$ cat src/rtl/shiftprio_pkg.sv
package shiftprio_pkg;
  // Operation chosen for the coming clock edge, in priority order.
  typedef enum logic [1:0] {
    OP_HOLD  = 2'd0,
    OP_LOAD  = 2'd1,
    OP_SHIFT = 2'd2,
    OP_CLEAR = 2'd3
  } sr_op_e;
endpackage

$ cat src/rtl/sr_op_decode.sv
module sr_op_decode
  import shiftprio_pkg::*;
(
  input  logic   clk,
  input  logic   rst,
  input  logic   shift_en,
  input  logic   load_en,
  output sr_op_e op
);
  // Named events, exposed for the checks below.
  logic ev_clear, ev_shift, ev_load, ev_hold;

  assign ev_clear = rst;
  assign ev_shift = !rst && shift_en;
  assign ev_load  = !rst && !shift_en && load_en;
  assign ev_hold  = !rst && !shift_en && !load_en;

  always_comb begin
    if (ev_clear)      op = OP_CLEAR;
    else if (ev_shift) op = OP_SHIFT;
    else if (ev_load)  op = OP_LOAD;
    else               op = OP_HOLD;
  end


  both_ctl_shift_chk: assert property (@(posedge clk) disable iff (rst)
    (shift_en && load_en) |-> (op == OP_SHIFT));


  clear_wins_chk: assert property (@(posedge clk)
    rst |-> (op == OP_CLEAR && !ev_shift && !ev_load));
endmodule

$ cat src/rtl/sr_next_word.sv
module sr_next_word
  import shiftprio_pkg::*;
#(
  parameter int W = 4
) (
  input  sr_op_e       op,
  input  logic [W-1:0] cur,
  input  logic [W-1:0] din,
  input  logic         sin,
  output logic [W-1:0] nxt
);
  localparam logic [W-1:0] ZERO = '0;

  // One step toward the LSB; the new bit enters at the MSB.
  function automatic logic [W-1:0] step_right(input logic [W-1:0] v,
                                              input logic b);
    return {b, v[W-1:1]};
  endfunction

  always_comb begin
    unique case (op)
      OP_CLEAR: nxt = ZERO;
      OP_SHIFT: nxt = step_right(cur, sin);
      OP_LOAD:  nxt = din;
      default:  nxt = cur;
    endcase
  end
endmodule

$ cat src/rtl/sr_store.sv
module sr_store #(
  parameter int W = 4
) (
  input  logic         clk,
  input  logic [W-1:0] d,
  output logic [W-1:0] q
);
  // one D flip-flop per bit
  for (genvar i = 0; i < W; i++) begin : g_dff
    always_ff @(posedge clk) begin
      q[i] <= d[i];
    end
  end
endmodule

$ cat src/rtl/shiftprio_loadreg.sv
module shiftprio_loadreg
  import shiftprio_pkg::*;
#(
  parameter int W = 4
) (
  input  logic         clk,
  input  logic         rst,
  input  logic         shift_en,
  input  logic         load_en,
  input  logic         ser_in,
  input  logic [W-1:0] par_in,
  output logic [W-1:0] par_out,
  output logic         ser_out
);
  sr_op_e       op;
  logic [W-1:0] next_word;

  sr_op_decode u_dec (
    .clk      (clk),
    .rst      (rst),
    .shift_en (shift_en),
    .load_en  (load_en),
    .op       (op)
  );

  sr_next_word #(.W(W)) u_nxt (
    .op  (op),
    .cur (par_out),
    .din (par_in),
    .sin (ser_in),
    .nxt (next_word)
  );

  sr_store #(.W(W)) u_reg (
    .clk (clk),
    .d   (next_word),
    .q   (par_out)
  );

  assign ser_out = par_out[0];


  reset_clears_chk: assert property (@(posedge clk)
    rst |=> (par_out == '0));


  shift_step_chk: assert property (@(posedge clk) disable iff (rst)
    shift_en |=> (par_out == {$past(ser_in), $past(par_out[W-1:1])}));


  load_capture_chk: assert property (@(posedge clk) disable iff (rst)
    (load_en && !shift_en) |=> (par_out == $past(par_in)));


  hold_stable_chk: assert property (@(posedge clk) disable iff (rst)
    (!load_en && !shift_en) |=> $stable(par_out));


  leaving_bit_chk: assert property (@(posedge clk) disable iff (rst)
    shift_en |=> ($past(ser_out) == $past(par_out[0])));
endmodule

$ cat config.mk
export PLATFORM = sky130hd
export DESIGN_NAME = shiftprio_loadreg
export DESIGN_NICKNAME = d
export VERILOG_FILES = /design/src/rtl/shiftprio_pkg.sv /design/src/rtl/sr_op_decode.sv /design/src/rtl/sr_next_word.sv /design/src/rtl/sr_store.sv /design/src/rtl/shiftprio_loadreg.sv
export SDC_FILE = /design/constraint.sdc
export NUM_CORES = 1
export LEC_CHECK = 0
export ABC_AREA = 1
export BUFFER_PORTS_ARGS = -buffer_cell sky130_fd_sc_hd__buf_2
export CORE_AREA = 2 2 39 41
export DETAILED_ROUTE_END_ITERATION = 12
export DIE_AREA = 0 0 41 43
export SLEW_MARGIN = 20
export SYNTH_ARGS = -nofsm -noshare
export SYNTH_HDL_FRONTEND = slang
export SYNTH_SLANG_ARGS = --single-unit
export TNS_END_PERCENT = 50
$ cat constraint.sdc
create_clock -name clk -period 0.9 [get_ports clk]
set_input_delay 0.18 -clock clk [delete_from_list [all_inputs] [get_ports clk]]
set_output_delay 0.18 -clock clk [all_outputs]
set_load 0.05 [all_outputs]
==> results of run 1 <==
## power groups by stage
stage | Combinational (mW) | Clock, mW | Sequential (mW)
2_1_floorplan | 0.0380 | 0 | 0.288
3_3_place_gp | 0.129 | 0 | 0.235
3_5_place_dp | 0.130 | 0 | 0.235
4_1_cts | 0.169 | 0.226 | 0.234
5_1_grt | 0.186 | 0.235 | 0.237
6_report | 0.173 | 0.217 | 0.235
## placed cells by master (no fill, tap or decap)
cell and count:
sky130_fd_sc_hd__buf_2 8, sky130_fd_sc_hd__buf_4 3, sky130_fd_sc_hd__buf_6 5, sky130_fd_sc_hd__clkbuf_4 3
sky130_fd_sc_hd__edfxtp_1 4, sky130_fd_sc_hd__inv_1 2, sky130_fd_sc_hd__nand2_1 5, sky130_fd_sc_hd__nand3_1 6
sky130_fd_sc_hd__nand3_2 2, sky130_fd_sc_hd__nor2_4 1
## routing by layer
metal | global-route usage | routed length [µm] | part of all wire
met1 | 0.0817 | 224 | 0.44
met3 | 0.0157 | 46 | 0.091
met4 | 0.100 | 14 | 0.028
met2 | 0.0938 | 220 | 0.43
met5 | 0 | 0 | 0
## area by class of cell
| cell class | instances | area, µm² |
|---|---|---|
| Multi-Input combinational cell | 14 | 80.1 |
| Clock buffer | 3 | 22.5 |
| Fill cell | 154 | 1010 |
| Timing Repair Buffer | 16 | 119 |
| Inverter | 2 | 7.51 |
| Sequential cell | 4 | 120 |
| Tap cell | 16 | 20.0 |
## cells by family after synthesis
family / synth area share
buf+inv: 0.0732
flops: 0.585
simple gates: 0.341
## what timing repair did
action / in CTS / in global routing
buffers inserted: 3 / 0
setup endpoints to repair: 5 / 8
resized for setup: 10 / 2
pin swaps: 0 / 0
## stage by stage
stage	TNS [ns]	instances	worst slack, ns	util	instance area [µm²]
CTS	-0.472	55	-0.100	0.261	362
global route	-0.748	55	-0.120	0.267	369
finish	-0.449	55	-0.0935	0.267	369
detailed placement	0	49	0.0521	0.204	283
global placement	0	49	0.0704	0.204	283
floorplan	-0.594	21	-0.151	-	209
## worst max path at each step
stage,startpoint,to,slack [ns],cells past startpoint
after CTS,u_reg.q[0],par_out[0],-0.1,1
after global routing,u_reg.q[0],ser_out,-0.12,1
after global placement,rst,u_reg.q[3],0.07,3
after detailed placement,shift_en,u_reg.q[2],0.05,3
final,u_reg.q[0],par_out[0],-0.09,1
after floorplan,u_reg.q[1],u_reg.q[0],-0.15,2
## cell usage after synthesis, drive strengths merged
cell type / number / area share
edfxtp: 4 / 0.59
nor2: 1 / 0.055
inv: 2 / 0.037
nand2: 5 / 0.091
nand3: 8 / 0.20
buf: 1 / 0.037
==> results.md, run 1 <==
Detailed routing:
- The pre-antenna-repair detailed-routing pass consisted of 3 iterations.
- The final wirelength is between 500 and 600 µm.
- After detailed routing, the average wire length per cell comes to between 9 and 10 µm.
- The detail route stage leaves a number of antenna-violating nets equal to 0.
- After the first detailed-routing iteration, the DRC count stood at 2.
- The vias after detailed routing is between 200 and 250.
- After detailed routing, the number of vias per cell comes to between 3 and 4.
- The residual DRC count is 0.

STA:
- For the pin with the worst max-slew slack, the measured transition is around 0.17 ns.
- The final clock period utilization by the worst path is 1.10.
- Measured against its own limit, the worst slew margin works out to 0.886.
- Hold is met by roughly 0.25 ns.
- Setup repair after global routing could not meet its margin everywhere.
- Setup violations remaining at the end of the flow were counted as 8.
- The total count of max-transition violations in the final report was 0.
- The highest attainable clock frequency is 1.01 GHz.
- The final-report hold violation count was 0.
- The post-route minimum period is slightly below 1 ns.
- Setup slack on the critical path of the routed design comes to -0.0935 ns.
- Between clock sinks in the finished design, the worst skew comes to roughly 0.00074 ns.

Worst hold path:
- The hold path depth is 3.
- The path class of the tightest hold or removal check is in2reg.
- The end of the worst hold path is u_reg.q[1].
- The startpoint identified for the worst hold timing path is par_in[1].

Die:
- In this run the standard cell core region covers between 1000 and 1500 µm².
- The floorplan step set the die height to 43 µm.
- The floorplan die width is approximately 40 µm.
- The initial cell density of the core is 0.148.
- The total number of placement rows is 14.
- The boundary pin count is 14.
- The floorplan step defined a die boundary enclosing about 1800 µm².

Power and ir drop:
- The analysis attributes to net switching a power of 0.183 mW.
- The share of total power dissipated in combinational logic is 0.277.
- The switching share of power is 0.293.
- The share of power burned in the clock network is 0.347.
- Power spread over the standard cell area amounts to around 1700 nW/µm².
- Cell internal power was estimated by the tool at around 0.44 mW.
- The static leakage is about 0.19 nW.
- Power comes to between 0.6 and 0.7 mW.
- The share of total power dissipated in sequential elements is 0.376.
- The highest ir drop seen on vdd is approximately 350 µV.

Yosys:
- In the synthesized netlist, the number of instances is 21.
- The number of register bits inferred by synthesis is 4.
- The number of warning messages in the yosys log is 0.
- For this run, the register share of the synthesized area comes to 0.585.
- The number of nets handed over by synthesis was 30.
- The synthesized area per cell is 9.77 µm².
- Counting distinct cell types in the post-synthesis netlist gives 6.
- Summing every instance area after synthesis gives ~210 µm².

Layout:
- The register with the most flip-flops in the layout has 4 of them.
- Relative to the synthesized area, the layout overhead comes to 79.9%.
- The share of final-layout standard cells stronger than drive strength 1 is 0.564.
- The largest registers in the layout are u_reg.q (4).
- The number of antenna diodes in the final layout is 0.
- The net count reported at finish is 50.
- u_reg.q holds more flip-flops than any other register.

Setup path:
- The launch instance of the worst register-to-register path is u_reg.q[3].
- The slowest stage of the critical path belongs to the cell sky130_fd_sc_hd__edfxtp_1.
- Along the worst path, the maximum fanout reaches 2.
- The data arrival time of the worst path is just over 0.8 ns.
- STA classifies the critical path endpoint as an output port.
- STA classifies the critical path startpoint as a flop.
- For the worst setup path, the data required time is 0.72 ns.
- The reg-to-reg endpoint is u_reg.q[2].
- The register-to-register setup slack is -0.01 ns.
- The type of the worst setup path is reg2out.
- Together, buffers and inverters on the worst path number 1.
- The worst register-to-register path has a depth of 3.
- On the critical path the largest part of the delay comes from flip-flops.
- Walking the worst path, the cells encountered are buf_6.
- The delay of the slowest cell on the worst path is roughly 0.4 ns.

Global routing:
- Entering global routing, the biggest net connects 6 pins.
- After global routing the overflow that remains totals 0.
- The global-route wire length before repair is roughly 790 µm.
- The total routing resource utilization after global routing is 0.0737.
- The number of antenna violations at the first check in global routing is 0.
- The via count of the first global-routing pass was 213.

Flow run:
- The max-cap violation count is 0.

Clock network:
- TritonCTS built the clock tree.
- For the worst-skew pair, the clock arrives at the later sink with an insertion delay of around 0.23 ns.
- In this run, post-CTS hold repair placed 0 buffers.
- The total clock buffers created by CTS is 3.
- For this design, the sink count on the clock tree is 4.
- The number of buffers on the longest clock path is 2.
- The tree is rooted in a sky130_fd_sc_hd__clkbuf_4.
- The H-tree level count is 1.
- Clock-pin slew was measured on the worst setup and hold paths at about 0.03 ns.

Placed design:
- The weighted congestion at the end of routability-driven global placement is roughly 0.75.
- The quantity of I/O buffers inserted on ports is 13.

Outcome:
- The run finished, with violations left.
- The checks that failed: setup timing.
No activity file was read; power rests on OpenSTA's default activity.
==> run 2: changes to the inputs <==
--- a/config.mk
+++ b/config.mk
@@ -5,7 +5,6 @@
 export SDC_FILE = /design/constraint.sdc
 export NUM_CORES = 1
 export LEC_CHECK = 0
-export ABC_AREA = 1
 export BUFFER_PORTS_ARGS = -buffer_cell sky130_fd_sc_hd__buf_2
 export CORE_AREA = 2 2 39 41
 export DETAILED_ROUTE_END_ITERATION = 12
==> results.md, run 2 <==
Yosys:
- The synthesized netlist cell count is 14 (-33%).
- The area fraction of the dominant cell type after synthesis is 0.611 (+0.0261).
- The sequential cell area fraction in the yosys report is 0.611 (+0.0261).
- The synthesized net count is 23 (-23%).
- The cell area after synthesis is 196 µm² (-4.3%).
- The number of enable-type register cells in the synthesized netlist was 4 (unchanged).
- The share of async-settable or async-resettable flops after synthesis is 0 (unchanged).
- By area the synthesized netlist is led by sky130_fd_sc_hd__edfxtp_1 61%, sky130_fd_sc_hd__a32o_1 10%, sky130_fd_sc_hd__a32o_2 5.7%.
- The synthesized area per cell came to 14.0 µm² (+44%).
- The number of different library cells in the post-synthesis netlist is 10 (+4).
- In the synthesized netlist the dominant register cell turns out to be sky130_fd_sc_hd__edfxtp_1.
- sky130_fd_sc_hd__edfxtp_1 takes more of the synthesized area than any other cell.
- The commonest cells after synthesis are 4 x sky130_fd_sc_hd__edfxtp_1, 2 x sky130_fd_sc_hd__a32o_1.
- The library cell with the highest instance count after synthesis is sky130_fd_sc_hd__edfxtp_1.
- The number of register bits inferred by synthesis is 4 (unchanged).
- The number of warning messages in the yosys log is 0 (unchanged).

Clock network:
- TritonCTS built the clock tree.
- The count of clock tree sinks came to 4 (unchanged).
- The post-cts hold buffer count came to 0 (unchanged).
- The total clock buffers created by CTS is 3 (unchanged).
- The clock transition at the registers of the reported paths came to 0.04 ns (about the same).
- The insertion delay of the later-clocked pin in the worst-skew pair was 0.23 ns (about the same).
- The number of buffers on the longest clock path came to 2 (unchanged).
- The tree is rooted in a sky130_fd_sc_hd__clkbuf_4.
- The H-tree level count was 1 (unchanged).

STA:
- The slew at the pin closest to its max-slew limit came to 0.160 ns (-0.0105 ns).
- The final-report hold violation count is 0 (unchanged).
- The worst slew margin relative to its limit is 0.893 (+0.00725).
- The post-route minimum period is 0.993 ns (-0.000607 ns).
- The highest attainable clock frequency came to 1.01 GHz (about the same).
- The total count of max-transition violations in the final report was 0 (unchanged).
- The number of setup violations in the final report is 5 (-3).
- The final clock period utilization by the worst path is 1.10 (about the same).
- The worst setup skew after layout is 0.00127 ns (+0.000533 ns).
- Setup repair after global routing could not meet its margin everywhere.
- The final worst slack is -0.0929 ns (+0.000607 ns).
- The worst hold margin is 0.243 ns (-0.0101 ns).

Setup path:
- The path depth of the worst reg2reg path is 1 (-2).
- Tracing the worst setup path back leads to its startpoint at u_reg.q[0].
- The data required time of the worst path is 0.72 ns (about the same).
- The delay of the slowest cell on the worst path is 0.40 ns (about the same).
- The launch instance of the worst register-to-register path is u_reg.q[1].
- The type of the worst setup path is reg2out.
- The capturing element of the worst setup path is ser_out.
- The cell depth of the worst setup path is 1 (unchanged).
- The data arrival time of the worst path was 0.81 ns (about the same).
- The slowest stage of the critical path belongs to the cell sky130_fd_sc_hd__edfxtp_1.
- The largest fanout of any net on the critical path was 2 (unchanged).
- The buffer and inverter count on the worst path is 1 (unchanged).
- The endpoint identified for the worst register-to-register timing path is u_reg.q[0].
- In this design, the largest share of critical-path delay is due to flip-flops.
- Walking the worst path, the cells encountered are buf_6.
- The register-to-register setup slack is 0.01 ns (+0.02 ns).
- The worst setup path is launched from a flop.
- The type of element capturing the critical path is an output port.

Power and ir drop:
- The highest ir drop seen on vdd was 340 µV (-3.1%).
- The static leakage was 0.158 nW (-15%).
- The power density relative to cell area is 1760 nW/µm² (+3.8%).

Global routing:
- The total routing resource utilization after global routing came to 0.0737 (unchanged).
- The global-route wire length before repair is 745 µm (-5.2%).
- The pin count of the biggest net entering global routing is 6 (unchanged).
- The overflow left after global routing came to 0 (unchanged).
- The via count of the first global-routing pass came to 200 (-6.1%).
- The number of antenna violations at the first check in global routing is 0 (unchanged).

Layout:
- Relative to the synthesized area, the layout overhead comes to 78.3%.
- In the final layout, the registers with the most flip-flops are u_reg.q (4).
- The net count reported at finish is 43 (-14%).
- The fill cell total of the finished layout is 142 (-7.8%).
- The flip-flop count of the largest register after layout is 4 (unchanged).
- The most common cell after layout, fill and taps aside is sky130_fd_sc_hd__buf_2.
- The area used by sequential logic in the layout is 120 µm² (unchanged).
- The share of final-layout standard cells stronger than drive strength 1 is 0.688 (+0.123).
- u_reg.q holds more flip-flops than any other register.
- The number of antenna cells inserted came to 0 (unchanged).
- The area of the multi-input gates is 68.8 µm² (-14%).
- In the layout the commonest cells are 8 x sky130_fd_sc_hd__buf_2, 5 x sky130_fd_sc_hd__buf_6, 4 x sky130_fd_sc_hd__edfxtp_1.

Detailed routing:
- The detailed-routing iteration count for the pre-antenna-repair pass is 2 (-1).
- The final wirelength is 501 µm (-0.99%).
- The residual DRC count is 0 (unchanged).
- The number of violations reported at the end of detailed-routing iteration 0 was 5 (+3).
- The average routed wire per standard cell is 10.4 µm (+13%).
- The vias after detailed routing is 194 (-11%).
- The number of vias per cell after detailed routing is 4.04 (+1.5%).
- The number of antenna-violating nets in the routed design is 0 (unchanged).

Die:
- The floorplan die width is 41 µm (unchanged).
- The core area is 1380 µm² (unchanged).
- The total number of placement rows is 14 (unchanged).
- The full die area came to 1760 µm² (unchanged).
- The boundary pin count is 14 (unchanged).
- The initial cell density of the core is 0.142 (-0.00633).
- The vertical extent of the die is 43 µm (unchanged).

Placed design:
- The weighted congestion at the end of routability-driven global placement is 0.710 (-5.9%).
- The quantity of I/O buffers inserted on ports is 13 (unchanged).
- The placement-stage worst setup slack is -0.107 ns (-0.159 ns).

Outcome:
- The checks that failed: setup timing.
- The flow ran to the end, but the final reports show violations.

Worst hold path:
- In this run the worst hold path is classified as in2reg.

Flow run:
- The max-cap violation count is 0 (unchanged).
## run 2: worst min-delay path by stage
stage,from,end,slack (ns),depth (start not counted)
floorplan,rst,u_reg.q[1],0.37,1
finish,ser_in,u_reg.q[3],0.24,2
global route,ser_in,u_reg.q[3],0.25,2
global placement,ser_in,u_reg.q[3],0.48,2
detailed placement,ser_in,u_reg.q[3],0.48,2
CTS,ser_in,u_reg.q[3],0.23,2
## run 2: logic make-up after synthesis
kind of cell    count (synthesis)  share of synthesized area
simple gates                    5                      0.166
flops                           4                      0.611
compound gates                  4                      0.185
buf+inv                         1                     0.0382
## run 2: final cells by class
type                    instances  area share
flip-flops and latches          4       0.343
clock buffers                   3      0.0643
repair buffers                 16       0.339
multi-input cells               9       0.196
well taps                      16      0.0571
## run 2: timing repair
item	in CTS	in global routing
cloned	0	0
buffers inserted	0	0
setup endpoints to repair	5	6
resized for setup	8	2
## run 2: layer usage
| layer | global-route usage | wire length, µm | up-vias | part of all wire |
|---|---|---|---|---|
| met3 | 0.0628 | 77 | 0 | 0.15 |
| met1 | 0.0850 | 237 | 85 | 0.47 |
| met5 | 0 | 0 | - | 0 |
| met4 | 0.0600 | 0 | 0 | 0 |
| li1 | - | - | 95 | - |
| met2 | 0.0813 | 185 | 14 | 0.37 |
## run 2: power by group
part / leakage (nW) / internal, mW / total (mW) / switching, mW
clock: 0.0138 / 0.149 / 0.218 / 0.0695
combinational: 0.0983 / 0.0665 / 0.162 / 0.0954
sequential: 0.0457 / 0.224 / 0.235 / 0.0107
## run 2: stage by stage
step	std cells	setup TNS, ns	cell area [µm²]	util	power, mW
global route	48	-0.602	350	0.253	0.646
global placement	45	-0.571	297	0.214	0.373
detailed placement	45	-0.595	297	0.214	0.374
CTS	48	-0.520	343	0.248	0.627
floorplan	14	-0.765	196	-	0.324
finish	48	-0.429	350	0.253	0.615
==> run 3: changes to the inputs <==
--- a/config.mk
+++ b/config.mk
@@ -9,6 +9,7 @@
 export CORE_AREA = 2 2 39 41
 export DETAILED_ROUTE_END_ITERATION = 12
 export DIE_AREA = 0 0 41 43
+export SKIP_LAST_GASP = 1
 export SLEW_MARGIN = 20
 export SYNTH_ARGS = -nofsm -noshare
 export SYNTH_HDL_FRONTEND = slang
==> results.md, run 3 (synthesis gave the netlist of run 2 again) <==
Outcome:
- The flow ran to the end, but the final reports show violations.
- The checks that failed: setup timing.

Setup path:
- Grouping stages by cell kind, the critical path spends the most delay in flip-flops.
- The largest fanout of any net on the critical path is 2 (unchanged).
- The startpoint class of the critical path is a flop.
- The data arrival time of the worst path is 0.82 ns (about the same).
- The startpoint identified for the worst register-to-register timing path is u_reg.q[1].
- The worst setup path is captured at an output port.
- The slowest stage cell on the critical path is sky130_fd_sc_hd__edfxtp_1.
- The buffer and inverter count on the worst path is 1 (unchanged).
- The register-to-register setup slack was 0.01 ns (about the same).
- The beginning of the critical path is u_reg.q[0].
- The delay of the slowest cell on the worst path is 0.41 ns (about the same).
- The signal on the critical path passes through buf_6.
- The data required time of the worst path is 0.72 ns (about the same).
- The critical path is of the reg2out type.

Global routing:
- The overflow left after global routing is 0 (unchanged).
- The global-route wire length before repair was 745 µm (unchanged).
- The via count of the first global-routing pass is 200 (unchanged).
- The pin count of the biggest net entering global routing is 6 (unchanged).
- The total routing resource utilization after global routing came to 0.0737 (unchanged).
- The number of antenna violations at the first check in global routing was 0 (unchanged).

Detailed routing:
- The detailed-routing iteration count for the pre-antenna-repair pass is 2 (unchanged).
- The vias after detailed routing is 195 (+0.52%).
- The number of violations reported at the end of detailed-routing iteration 0 is 5 (unchanged).
- The average routed wire per standard cell was 10.5 µm (+1.0%).
- The final wirelength came to 506 µm (+1.0%).
- The number of vias per cell after detailed routing is 4.06 (+0.52%).
- The number of antenna-violating nets in the routed design was 0 (unchanged).
- The residual DRC count was 0 (unchanged).

Clock network:
- TritonCTS built the clock tree.
- The H-tree level count is 1 (unchanged).
- The number of buffers on the longest clock path is 2 (unchanged).
- The number of post-CTS setup repair buffers came to 0 (unchanged).
- The total clock buffers created by CTS was 3 (unchanged).
- The clock transition at the registers of the reported paths was 0.04 ns (about the same).
- The insertion delay of the later-clocked pin in the worst-skew pair is 0.23 ns (about the same).
- The post-cts hold buffer count is 0 (unchanged).
- The count of clock tree sinks was 4 (unchanged).
- The clock root buffer is sky130_fd_sc_hd__clkbuf_4.

Die:
- The boundary pin count was 14 (unchanged).
- The full die area is 1760 µm² (unchanged).
- The core area is 1380 µm² (unchanged).
- The vertical extent of the die was 43 µm (unchanged).
- The floorplan die width is 41 µm (unchanged).
- The initial cell density of the core was 0.142 (unchanged).
- The total number of placement rows is 14 (unchanged).

Layout:
- The post-route cell area came to 350 µm² (unchanged).
- The area added between synthesis and finish is 78.3% (unchanged).
- The net count reported at finish was 43 (unchanged).
- The fill cell total of the finished layout is 142 (unchanged).
- The register with the most flip-flops is u_reg.q.
- Leaving out fill and tap cells, the most frequent cell in the layout is sky130_fd_sc_hd__buf_2.
- The flip-flop count of the largest register after layout is 4 (unchanged).
- The number of antenna cells inserted is 0 (unchanged).
- The library cells used most frequently in the layout, excluding fill and tap cells, are 8 x sky130_fd_sc_hd__buf_2, 5 x sky130_fd_sc_hd__buf_6, 4 x sky130_fd_sc_hd__edfxtp_1.
- The final standard cell utilization of the core is 0.253 (unchanged).
- The share of final-layout standard cells stronger than drive strength 1 is 0.688 (unchanged).
- The largest registers in the layout are u_reg.q (4).

STA:
- The worst slew margin relative to its limit is 0.893 (unchanged).
- The number of setup violations in the final report is 5 (unchanged).
- The final clock period utilization by the worst path is 1.11 (+0.00379).
- The total count of max-transition violations in the final report is 0 (unchanged).
- Setup repair after global routing could not meet its margin everywhere.
- The final worst slack is -0.0963 ns (-0.00341 ns).
- The slew at the pin closest to its max-slew limit is 0.160 ns (unchanged).
- The post-route minimum period is 0.996 ns (+0.00341 ns).
- The final-report hold violation count is 0 (unchanged).
- The highest attainable clock frequency is 1.00 GHz (-0.34%).
- The total negative slack for setup checks is -0.443 ns (-0.0134 ns).
- The worst setup skew after layout came to 0.00127 ns (unchanged).

Power and ir drop:
- The highest ir drop seen on vdd is 342 µV (+0.54%).
- The power density relative to cell area is 1760 nW/µm² (about the same).
- The static leakage is 0.158 nW (unchanged).

Placed design:
- The weighted congestion at the end of routability-driven global placement is 0.710 (unchanged).
- The instance area at placement was 297 µm² (unchanged).
- The quantity of I/O buffers inserted on ports is 13 (unchanged).

Worst hold path:
- The worst hold path class is in2reg.
- The startpoint of the tightest hold check path is ser_in.

Flow run:
- The max-cap violation count was 0 (unchanged).
## run 3: cell counts in the layout (fill, tap and decap cells not counted)
No cell type changed its count.
## run 3: layer usage
metal	share of wire	vias to the layer above	global-route usage	wire length (µm)
li1	-	95	-	-
met1	0.47	86	0.0850	237
met2	0.37	14	0.0813	189
met3	0.16	0	0.0628	79
met4	0	0	0.0600	0
met5	0	-	0	0
## run 3: area by class of cell
| cell class | instances | area (µm²) | share of cell area |
|---|---|---|---|
| Clock buffer | 3 | 22.5 | 0.0643 |
| Multi-Input combinational cell | 9 | 68.8 | 0.196 |
| Sequential cell | 4 | 120 | 0.343 |
| Tap cell | 16 | 20.0 | 0.0571 |
| Timing Repair Buffer | 16 | 119 | 0.339 |
## run 3: final timing paths
| path | to | cells past startpoint |
|---|---|---|
| setup / recovery | par_out[0] | 1 |
| hold / removal | u_reg.q[3] | 2 |
| setup reg to reg | u_reg.q[0] | 1 |
| hold reg to reg | u_reg.q[2] | 1 |
## run 3: what timing repair did
action / 4_1_cts / 5_1_grt
gates resized for setup: 7 / 3
setup endpoints to repair: 5 / 6
endpoints found under the hold margin: 0 / 0
## run 3: power by group
group	leakage, nW	internal (mW)	switching [mW]	total [mW]
registers	0.0457	0.224	0.0110	0.235
logic	0.0983	0.0665	0.0954	0.162
clock network	0.0138	0.149	0.0695	0.218
total	0.158	0.439	0.176	0.615
## run 3: metrics by stage
stage | setup WS (ns) | hold slack, ns | cells | power, mW
final | -0.0963 | 0.243 | 48 | 0.615
after global routing | -0.130 | 0.253 | 48 | 0.646
after CTS | -0.113 | 0.232 | 48 | 0.624
after detailed placement | -0.107 | 0.482 | 45 | 0.374
after global placement | -0.107 | 0.481 | 45 | 0.373
after floorplan | -0.221 | 0.369 | 14 | 0.324
